<file path="config.mk">
export PLATFORM = sky130hd
export DESIGN_NAME = i2c_addr_match
export DESIGN_NICKNAME = d
export VERILOG_FILES = /design/src/rtl/i2c_am_pkg.sv /design/src/rtl/i2c_am_decode.sv /design/src/rtl/i2c_am_fsm.sv /design/src/rtl/i2c_addr_match.sv
export SDC_FILE = /design/constraint.sdc
export NUM_CORES = 1
export LEC_CHECK = 0
export ABC_AREA = 1
export BUFFER_PORTS_ARGS = -buffer_cell sky130_fd_sc_hd__clkbuf_2
export CORE_MARGIN = 8
export CORE_UTILIZATION = 37
export DETAILED_ROUTE_END_ITERATION = 10
export PLACE_DENSITY = 0.74
export REMOVE_ABC_BUFFERS = 1
export SLEW_MARGIN = 10
export SYNTH_ARGS = -nofsm -noshare
export SYNTH_HDL_FRONTEND = slang
export SYNTH_SLANG_ARGS = --single-unit
</file>
<file path="constraint.sdc">
create_clock -name clk -period 2.65 [get_ports clk]
set_input_delay 0.3975 -clock clk [delete_from_list [all_inputs] [get_ports clk]]
set_output_delay 0.3975 -clock clk [all_outputs]
set_load 0.03 [all_outputs]
</file>
<file path="src/rtl/i2c_am_pkg.sv">
package i2c_am_pkg;
    localparam int BYTE_W = 8;
    localparam int ADDR_W = 10;
    localparam int SEV_W  = 7;
    localparam logic [4:0] TEN_PREFIX = 5'b11110;

    typedef enum logic [1:0] {
        PH_IDLE  = 2'd0,
        PH_FIRST = 2'd1,
        PH_LOW   = 2'd2
    } phase_e;

    typedef struct packed {
        phase_e phase;
        logic   armed;
        logic   hit;
        logic   rd;
        logic   ack;
    } am_state_t;
endpackage

</file>
<file path="src/rtl/i2c_am_decode.sv">
module i2c_am_decode
    import i2c_am_pkg::*;
#(
    parameter logic [SEV_W-1:0] LO_LIMIT = 7'h08,
    parameter logic [SEV_W-1:0] HI_LIMIT = 7'h77
) (
    input  logic              en,
    input  logic [ADDR_W-1:0] own,
    input  logic [BYTE_W-1:0] rx,
    output logic              m_sev,
    output logic              m_hdr,
    output logic              m_low
);
    logic own_ok;
    logic is_pfx;

    always_comb begin
        own_ok = (own[SEV_W-1:0] >= LO_LIMIT) && (own[SEV_W-1:0] <= HI_LIMIT);
        is_pfx = (rx[BYTE_W-1:3] == TEN_PREFIX);
        m_sev  = en && own_ok && !is_pfx && (rx[BYTE_W-1:1] == own[SEV_W-1:0]);
        m_hdr  = en && is_pfx && (rx[2:1] == own[ADDR_W-1:BYTE_W]);
        m_low  = en && (rx == own[BYTE_W-1:0]);
    end
endmodule

</file>
<file path="src/rtl/i2c_am_fsm.sv">
module i2c_am_fsm
    import i2c_am_pkg::*;
(
    input  logic              clk,
    input  logic              rst_n,
    input  logic              ten,
    input  logic              ev_start,
    input  logic              ev_rstart,
    input  logic              ev_byte,
    input  logic              ev_stop,
    input  logic [BYTE_W-1:0] ev_data,
    input  logic              m_sev,
    input  logic              m_hdr,
    input  logic              m_low,
    output logic              ack_req,
    output logic              hit,
    output logic              rd_nwr
);
    am_state_t st_d, st_q;

    always_comb begin
        st_d     = st_q;
        st_d.ack = 1'b0;
        if (ev_stop) begin
            st_d.phase = PH_IDLE;
            st_d.hit   = 1'b0;
            st_d.armed = 1'b0;
        end else if (ev_start) begin
            st_d.phase = PH_FIRST;
            st_d.hit   = 1'b0;
            if (!ev_rstart) st_d.armed = 1'b0;
        end else if (ev_byte) begin
            case (st_q.phase)
                PH_FIRST: begin
                    st_d.phase = PH_IDLE;
                    st_d.armed = 1'b0;
                    if (!ten) begin
                        if (m_sev) begin
                            st_d.hit = 1'b1;
                            st_d.rd  = ev_data[0];
                            st_d.ack = 1'b1;
                        end
                    end else if (m_hdr) begin
                        if (!ev_data[0]) begin
                            st_d.phase = PH_LOW;
                            st_d.rd    = 1'b0;
                            st_d.ack   = 1'b1;
                        end else if (st_q.armed) begin
                            st_d.hit   = 1'b1;
                            st_d.rd    = 1'b1;
                            st_d.ack   = 1'b1;
                            st_d.armed = 1'b1;
                        end
                    end
                end
                PH_LOW: begin
                    st_d.phase = PH_IDLE;
                    if (m_low) begin
                        st_d.hit   = 1'b1;
                        st_d.rd    = 1'b0;
                        st_d.ack   = 1'b1;
                        st_d.armed = 1'b1;
                    end
                end
                default: ;
            endcase
        end
    end

    always_ff @(posedge clk) begin
        if (!rst_n) begin
            st_q <= '{phase: PH_IDLE, armed: 1'b0, hit: 1'b0, rd: 1'b0, ack: 1'b0};
        end else begin
            st_q <= st_d;
        end
    end

    assign ack_req = st_q.ack;
    assign hit     = st_q.hit;
    assign rd_nwr  = st_q.rd;

    // stop clears the match flag
    a_r11_stop_clears: assert property (@(posedge clk) disable iff (!rst_n)
        ev_stop |=> !hit);
    // prefix bytes never match in 7-bit mode
    a_r4_no_prefix_sev: assert property (@(posedge clk) disable iff (!rst_n)
        (ev_byte && !ev_start && !ev_stop && !ten && st_q.phase == PH_FIRST
         && ev_data[7:3] == TEN_PREFIX) |=> !ack_req);
    // acknowledge only follows a byte strobe
    a_r9_ack_after_byte: assert property (@(posedge clk) disable iff (!rst_n)
        ack_req |-> $past(ev_byte));
    // a 10-bit write header alone never selects the device
    a_r5_hdr_no_hit: assert property (@(posedge clk) disable iff (!rst_n)
        (st_q.phase == PH_LOW) |-> !hit);
    // direction of a 7-bit match follows bit 0 of the byte
    a_r2_dir: assert property (@(posedge clk) disable iff (!rst_n)
        ($rose(hit) && !$past(ten)) |-> (rd_nwr == $past(ev_data[0])));
endmodule

</file>
<file path="src/rtl/i2c_addr_match.sv">
module i2c_addr_match
    import i2c_am_pkg::*;
#(
    parameter logic [SEV_W-1:0] LO_LIMIT = 7'h08,
    parameter logic [SEV_W-1:0] HI_LIMIT = 7'h77
) (
    input  logic              clk,
    input  logic              rst_n,
    input  logic              cfg_en,
    input  logic              cfg_ten,
    input  logic [ADDR_W-1:0] cfg_addr,
    input  logic              ev_start,
    input  logic              ev_rstart,
    input  logic              ev_byte,
    input  logic [BYTE_W-1:0] ev_data,
    input  logic              ev_stop,
    output logic              ack_req,
    output logic              hit,
    output logic              rd_nwr
);
    logic m_sev, m_hdr, m_low;

    i2c_am_decode #(.LO_LIMIT(LO_LIMIT), .HI_LIMIT(HI_LIMIT)) u_dec (
        .en    (cfg_en),
        .own   (cfg_addr),
        .rx    (ev_data),
        .m_sev (m_sev),
        .m_hdr (m_hdr),
        .m_low (m_low)
    );

    i2c_am_fsm u_fsm (
        .clk       (clk),
        .rst_n     (rst_n),
        .ten       (cfg_ten),
        .ev_start  (ev_start),
        .ev_rstart (ev_rstart),
        .ev_byte   (ev_byte),
        .ev_stop   (ev_stop),
        .ev_data   (ev_data),
        .m_sev     (m_sev),
        .m_hdr     (m_hdr),
        .m_low     (m_low),
        .ack_req   (ack_req),
        .hit       (hit),
        .rd_nwr    (rd_nwr)
    );

    // nothing is acknowledged while disabled
    a_r10_disabled: assert property (@(posedge clk) disable iff (!rst_n)
        (ev_byte && !cfg_en) |=> !ack_req);
endmodule

</file>
==> results.cfg, run 1 <==
[setup_path]
critPathRequiredTime_ps = 2800
setup.worst_path.class = flop to flop
reg2reg_slack_ps = 1070
cp_cell_sequence = inv_1 > ha_1 > nand2_1 > nor2_1 > nand3_1 > nor2_2 > nand3_2 > nand2_2 > nand2_2 > nor2_1 > nand2_1 > nand2_1 > nor2_1
setup.worst_path.start_class = flop
end_kind = flop
timing.critical_path.slowest_cell_delay_ps = 320
timing.critical_path.slowest_stage_cell = sky130_fd_sc_hd__dfxtp_1
critical_path_peak_fanout = 5
critPathArrivalTime_ps = 1740

[timing]
worst_clock_skew_ps = 3.082
slew-limit-headroom = 0.8466
worstMarginPinSlew_ps = 228.4
fin_setup_tns_ps = 0
maxSlewViolCount = 0
timing_hold_violations_final = 0
fmaxAchievable_mhz = 631.3
fin_hold_ws_ps = 380.5
final.period_utilization = 0.5977
period_needed_ps = 1584
grt_setup_unrepaired = false
final-setup-viol-count = 0
setup_slack_ps = 1066

[route]
vias = 967
routed_wl_mm = 2.093
final_antenna_net_count = 0
wl_per_cell_um = 10.01
number_of_search_and_repair_iterations_in_the_first_detailed_routing_pass = 4
dr.first_iter.drc_count = 39
viasPerCell = 4.627
route.detailed.drc = 0

[grt]
track_usage = 0.1084
antenna_found_initial = 0
vias_in_the_first_global_route = 919
grt_max_degree = 7
grt_first_pass_wirelength_mm = 3.719
overflow = 0

[yosys]
synth_top_area_share = 0.2370
netlist-cell-type-count = 23
synthXorXnorAreaFrac = 0.04423
post_synth.cell_area_avg_sq_um = 5.245
synth.area.top_cells = sky130_fd_sc_hd__nand2_1 24%, sky130_fd_sc_hd__dfxtp_1 15%, sky130_fd_sc_hd__inv_1 13%, sky130_fd_sc_hd__nor2_1 7.6%, sky130_fd_sc_hd__nand3_1 5.7%
synth.yosys.warnings = 0
netlist_instances = 151
synth_compound_area_frac = 0.1137
synthDominantAreaCellType = sky130_fd_sc_hd__nand2_1
synth_top_family_by_area = simple AND/OR/NAND/NOR gates
synth-adder-area-share = 0.03160
yosysSeqAreaShare = 0.1517
mapped_area_sq_um = 792.0
post_synth_and_or_nand_nor_area_fraction = 0.5024
post_synth_mux_area_share = 0
postSynthRegisterBits = 6

[clocking]
cts.clk_slew.worst_paths_ps = 50
tritoncts = yes
cts-root-buf = sky130_fd_sc_hd__clkbuf_4
worstSkewPairLatency_ps = 250
cts_repair_resize_count = 0
post_cts.repair.setup_buffers = 0
cts_buffer_depth = 2
cts_htree_levels = 1
cts_made_buffers = 3
cts.sinks = 6
hold_buffers = 0

[power]
seqPwrFrac = 0.331
worst_ir_drop_vdd_uv = 222.4
comb_power_share = 0.327
power.total_mw = 0.2778
p_int_mw = 0.1798
power_density_mw_per_mm2 = 281.0
power_switching_share = 0.3526
cellLeakagePower_nw = 0.5644
pwr-share-clk = 0.343
switchingPower_mw = 0.09794

[layout]
final_common_cell = sky130_fd_sc_hd__nand2_1
final_antenna_diode_count = 0
finalNetCount = 212
growth_of_design_area_from_synthesis_to_finish_pct = 24.80
nFillCells = 212
final_cell_mix = 50 x sky130_fd_sc_hd__nand2_1, 28 x sky130_fd_sc_hd__inv_1, 28 x sky130_fd_sc_hd__clkbuf_2, 16 x sky130_fd_sc_hd__nor2_1, 9 x sky130_fd_sc_hd__nand3_1
layout-drive-gt1-share = 0.2473

[placed_design]
place_congestion = 0.8455
place.detailed.hpwl_mm = 1.785
dpl_worst_slack_ps = 1093
port_buffers = 28

[floorplan]
fp.dieW_um = 62.27
coreArea_sq_mm = 0.001982
dieArea_sq_mm = 0.003877
boundaryPins = 29
rows = 16
initial_utilization = 0.3996
fp.dieH_um = 62.27

[hold_path]
worst_hold_path_type = primary input to flop

[run]
max_cap_violations = 0

[status]
status = complete, no violations
[cell families (layout without fill, tap and decap cells)]
kind of cell    Yosys count  after routing
compound gates           15             15
xor+xnor                  4              4
fa+ha+maj                 2              2
buf+inv                  33             64
flops                     6              6
simple gates             91             91
[worst paths after layout]
path,startpoint,endpoint,depth (start not counted)
min,rst_n,u_fsm.rd_nwr,3
max reg2reg,u_fsm.st_q[4],u_fsm.rd_nwr,13
max,u_fsm.st_q[4],u_fsm.rd_nwr,13
min reg2reg,u_fsm.st_q[4],u_fsm.st_q[4],2
[power by group through the flow]
| stage | clock network [mW] | registers, mW | logic [mW] |
|---|---|---|---|
| finish | 0.0952 | 0.0918 | 0.0907 |
| floorplan | 0 | 0.0942 | 0.0517 |
| detailed placement | 0 | 0.0939 | 0.0901 |
| global placement | 0 | 0.0939 | 0.0879 |
| global route | 0.102 | 0.0920 | 0.104 |
| CTS | 0.0965 | 0.0919 | 0.0907 |
[flip-flops by register name, indices dropped and copies added (netlist names)]
signal / cells
u_fsm.st_q: 3
u_fsm.hit: 1
u_fsm.rd_nwr: 1
u_fsm.ack_req: 1
[layer usage]
layer	share of wire	vias to the layer above	track usage
met5	0	-	0
met4	0.0048	0	0.04274
met3	0.038	2	0.01613
met2	0.50	28	0.1979
met1	0.45	414	0.1219
li1	-	523	-
[critical path: cells and delay by family (launching register included)]
family | cells | cell delay (ps)
adders and majority gates | 1 | 190
buffers and inverters | 1 | 60
DFF | 1 | 320
and+or+nand+nor | 11 | 910
[stage by stage]
step,cells,area (sq um),utilization
5_1_grt,209,988.4,0.4987
6_report,209,988.4,0.4987
2_1_floorplan,151,792.0,-
3_3_place_gp,206,965.9,0.4874
3_5_place_dp,206,965.9,0.4874
4_1_cts,209,988.4,0.4987
[synthesized netlist by cell type]
cell type	n
sky130_fd_sc_hd__nand3_1	9
sky130_fd_sc_hd__o21ai_2	1
sky130_fd_sc_hd__nor2_1	16
sky130_fd_sc_hd__inv_1	28
sky130_fd_sc_hd__nand2_2	2
sky130_fd_sc_hd__inv_2	4
sky130_fd_sc_hd__o21bai_2	1
sky130_fd_sc_hd__nor3_1	2
sky130_fd_sc_hd__o21ai_0	2
sky130_fd_sc_hd__nor2_2	4
sky130_fd_sc_hd__nand3_2	2
sky130_fd_sc_hd__clkinv_1	1
sky130_fd_sc_hd__nand4_1	4
sky130_fd_sc_hd__nand2_1	50
sky130_fd_sc_hd__o211ai_1	1
sky130_fd_sc_hd__xor2_1	2
sky130_fd_sc_hd__a21oi_1	8
sky130_fd_sc_hd__ha_1	2
sky130_fd_sc_hd__a21o_1	1
sky130_fd_sc_hd__dfxtp_1	6
sky130_fd_sc_hd__xnor2_1	2
sky130_fd_sc_hd__o21ai_1	1
sky130_fd_sc_hd__or2_0	2
[area by class of cell]
| type | count | area [sq um] | area share |
|---|---|---|---|
| clock buffer | 3 | 22.52 | 0.02278 |
| inverter | 33 | 123.9 | 0.1253 |
| multi-input combinational | 112 | 548.0 | 0.5544 |
| sequential | 6 | 120.1 | 0.1215 |
| tap | 27 | 33.78 | 0.03418 |
| timing repair buffer | 28 | 140.1 | 0.1418 |
No activity file was read; power rests on OpenSTA's default activity.
==> run 2, diff against run 1 <==
==> constraint.sdc (replaced) <==
create_clock -name clk -period 1.6 [get_ports clk]
set_input_delay 0.24 -clock clk [delete_from_list [all_inputs] [get_ports clk]]
set_output_delay 0.24 -clock clk [all_outputs]
set_load 0.03 [all_outputs]
==> run 2 against run 1 <==
  * Clock power rose by 53%
  * Core utilization rose by 0.82 points
  * First-iteration DRC count fell by 13%
  * Sequential share of layout area fell by 0.072 points
  * Via count rose by 2.2%
  * Clock-buffer cell count did not move
  * Sequential cell count did not move
==> results.cfg, run 2 (synthesis gave the netlist of run 1 again) <==
[floorplan]
boundaryPins = 29
fp.dieW_um = 62.27
initial_utilization = 0.3996
coreArea_sq_mm = 0.001982
rows = 16
fp.dieH_um = 62.27
dieArea_sq_mm = 0.003877

[clocking]
worstSkewPairLatency_ps = 260
cts_buffer_depth = 2
hold_buffers = 0
cts.clk_slew.worst_paths_ps = 50
cts_made_buffers = 3
tritoncts = yes
cts-root-buf = sky130_fd_sc_hd__clkbuf_4
cts_htree_levels = 1
cts.sinks = 6

[layout]
layout.core_utilization = 0.5069
largest_register_ffs = 3
largest_register = u_fsm.st_q
final_common_cell = sky130_fd_sc_hd__nand2_1
growth_of_design_area_from_synthesis_to_finish_pct = 26.86
final_antenna_diode_count = 0
final_cell_mix = 50 x sky130_fd_sc_hd__nand2_1, 28 x sky130_fd_sc_hd__inv_1, 28 x sky130_fd_sc_hd__clkbuf_2, 16 x sky130_fd_sc_hd__nor2_1, 9 x sky130_fd_sc_hd__nand3_1
cell_area_after_layout_sq_mm = 0.001005
finalNetCount = 213
layout-drive-gt1-share = 0.2623

[route]
dr.first_iter.drc_count = 34
route.detailed.drc = 0
final_antenna_net_count = 0
routed_wl_mm = 2.060
viasPerCell = 4.705
vias = 988
wl_per_cell_um = 9.810
number_of_search_and_repair_iterations_in_the_first_detailed_routing_pass = 4

[timing]
final.period_utilization = 0.9272
period_needed_ps = 1483
worst_clock_skew_ps = 9.334
maxSlewViolCount = 0
slew-limit-headroom = 0.8426
worstMarginPinSlew_ps = 236.1
timing_hold_violations_final = 0
fmaxAchievable_mhz = 674.1
final-setup-viol-count = 0

[setup_path]
setup.worst_path.class = flop to flop
cp_cell_sequence = inv_1 > ha_2 > nand2_1 > nor2_1 > nand3_1 > nor2_2 > nand3_2 > nand2_4 > nand2_2 > nor2_1 > nand2_1 > nand2_1 > nor2_1
regToRegStartpoint = u_fsm.st_q[4]
end_kind = flop
reg2reg_to = u_fsm.rd_nwr
r2r_cells = 13
reg2reg_slack_ps = 120
timing.critical_path.slowest_stage_cell = sky130_fd_sc_hd__dfxtp_1
timing.critical_path.slowest_cell_delay_ps = 320
critPathArrivalTime_ps = 1640
critPathRequiredTime_ps = 1760
critical_path_peak_fanout = 5
setup.worst_path.start_class = flop

[grt]
track_usage = 0.1017
grt_first_pass_wirelength_mm = 3.408
overflow = 0
vias_in_the_first_global_route = 863
grt_max_degree = 7
antenna_found_initial = 0

[placed_design]
place_congestion = 0.8215
port_buffers = 28
placed_cell_area_sq_um = 965.9
place.detailed.hpwl_mm = 1.782

[hold_path]
hold_depth = 3
worst_hold_path_type = primary input to flop
worst_hold_startpoint = rst_n
holdPathEnd = u_fsm.rd_nwr

[power]
cellLeakagePower_nw = 0.5685
worst_ir_drop_vdd_uv = 368.8
power.total_mw = 0.4505
power_density_mw_per_mm2 = 448.4

[status]
status = complete, no violations

[run]
max_cap_violations = 0
[run 2: cell count changes in the layout (fill, tap and decap cells not counted), sizes merged]
cell | previous run | this run
buf | 0 | 1
[run 2: what timing repair did]
| item | in CTS | in global routing |
|---|---|---|
| resized for setup | 0 | 3 |
| endpoints found under the setup margin | 0 | 2 |
| setup buffers | 0 | 1 |
[run 2: layout make-up]
type | instances | area, sq um
tap | 27 | 33.78
timing repair buffer | 29 | 147.6
inverter | 33 | 123.9
fill | 202 | 977.2
clock buffer | 3 | 22.52
multi-input combinational | 112 | 555.5
sequential | 6 | 121.4
[run 2: worst max-delay path by stage]
stage	startpoint	endpoint	slack, ps	depth (start not counted)
4_1_cts	u_fsm.st_q[4]	u_fsm.rd_nwr	90	13
5_1_grt	u_fsm.st_q[4]	u_fsm.rd_nwr	-8	13
3_3_place_gp	u_fsm.st_q[4]	u_fsm.rd_nwr	160	13
3_5_place_dp	u_fsm.st_q[4]	u_fsm.rd_nwr	90	13
6_report	u_fsm.st_q[4]	u_fsm.rd_nwr	120	13
2_1_floorplan	u_fsm.st_q[4]	u_fsm.rd_nwr	220	13
[run 2: power breakdown]
part / internal [mW] / switching, mW / leakage (nW) / total (mW)
combinational: 0.0615 / 0.0899 / 0.506 / 0.151
sequential: 0.151 / 0.00119 / 0.0490 / 0.153
clock: 0.0853 / 0.0612 / 0.0138 / 0.146
total: 0.298 / 0.152 / 0.568 / 0.451
[run 2: layer usage]
| layer | global-route usage | routed length (um) | up-vias |
|---|---|---|---|
| li1 | - | - | 524 |
| met1 | 0.1134 | 904 | 431 |
| met2 | 0.1811 | 995 | 29 |
| met3 | 0.02688 | 132 | 4 |
| met4 | 0.03419 | 27 | 0 |
| met5 | 0 | 0 | - |
[run 2: through the flow]
| step | hold WS [ps] | worst slack [ps] | TNS [ps] | instances |
|---|---|---|---|---|
| floorplan | 360.4 | 219.5 | 0 | 151 |
| global placement | 454.0 | 160.6 | 0 | 206 |
| detailed placement | 456.9 | 88.36 | 0 | 206 |
| CTS | 213.7 | 85.63 | 0 | 209 |
| global route | 221.7 | -7.602 | -7.602 | 210 |
| finish | 215.2 | 116.5 | 0 | 210 |
[run 2: critical path, delay by kind of cell (launching register included)]
kind,cells,cell delay [ps]
and+or+nand+nor,11,830
DFF,1,320
adders and majority gates,1,180
buffers and inverters,1,60
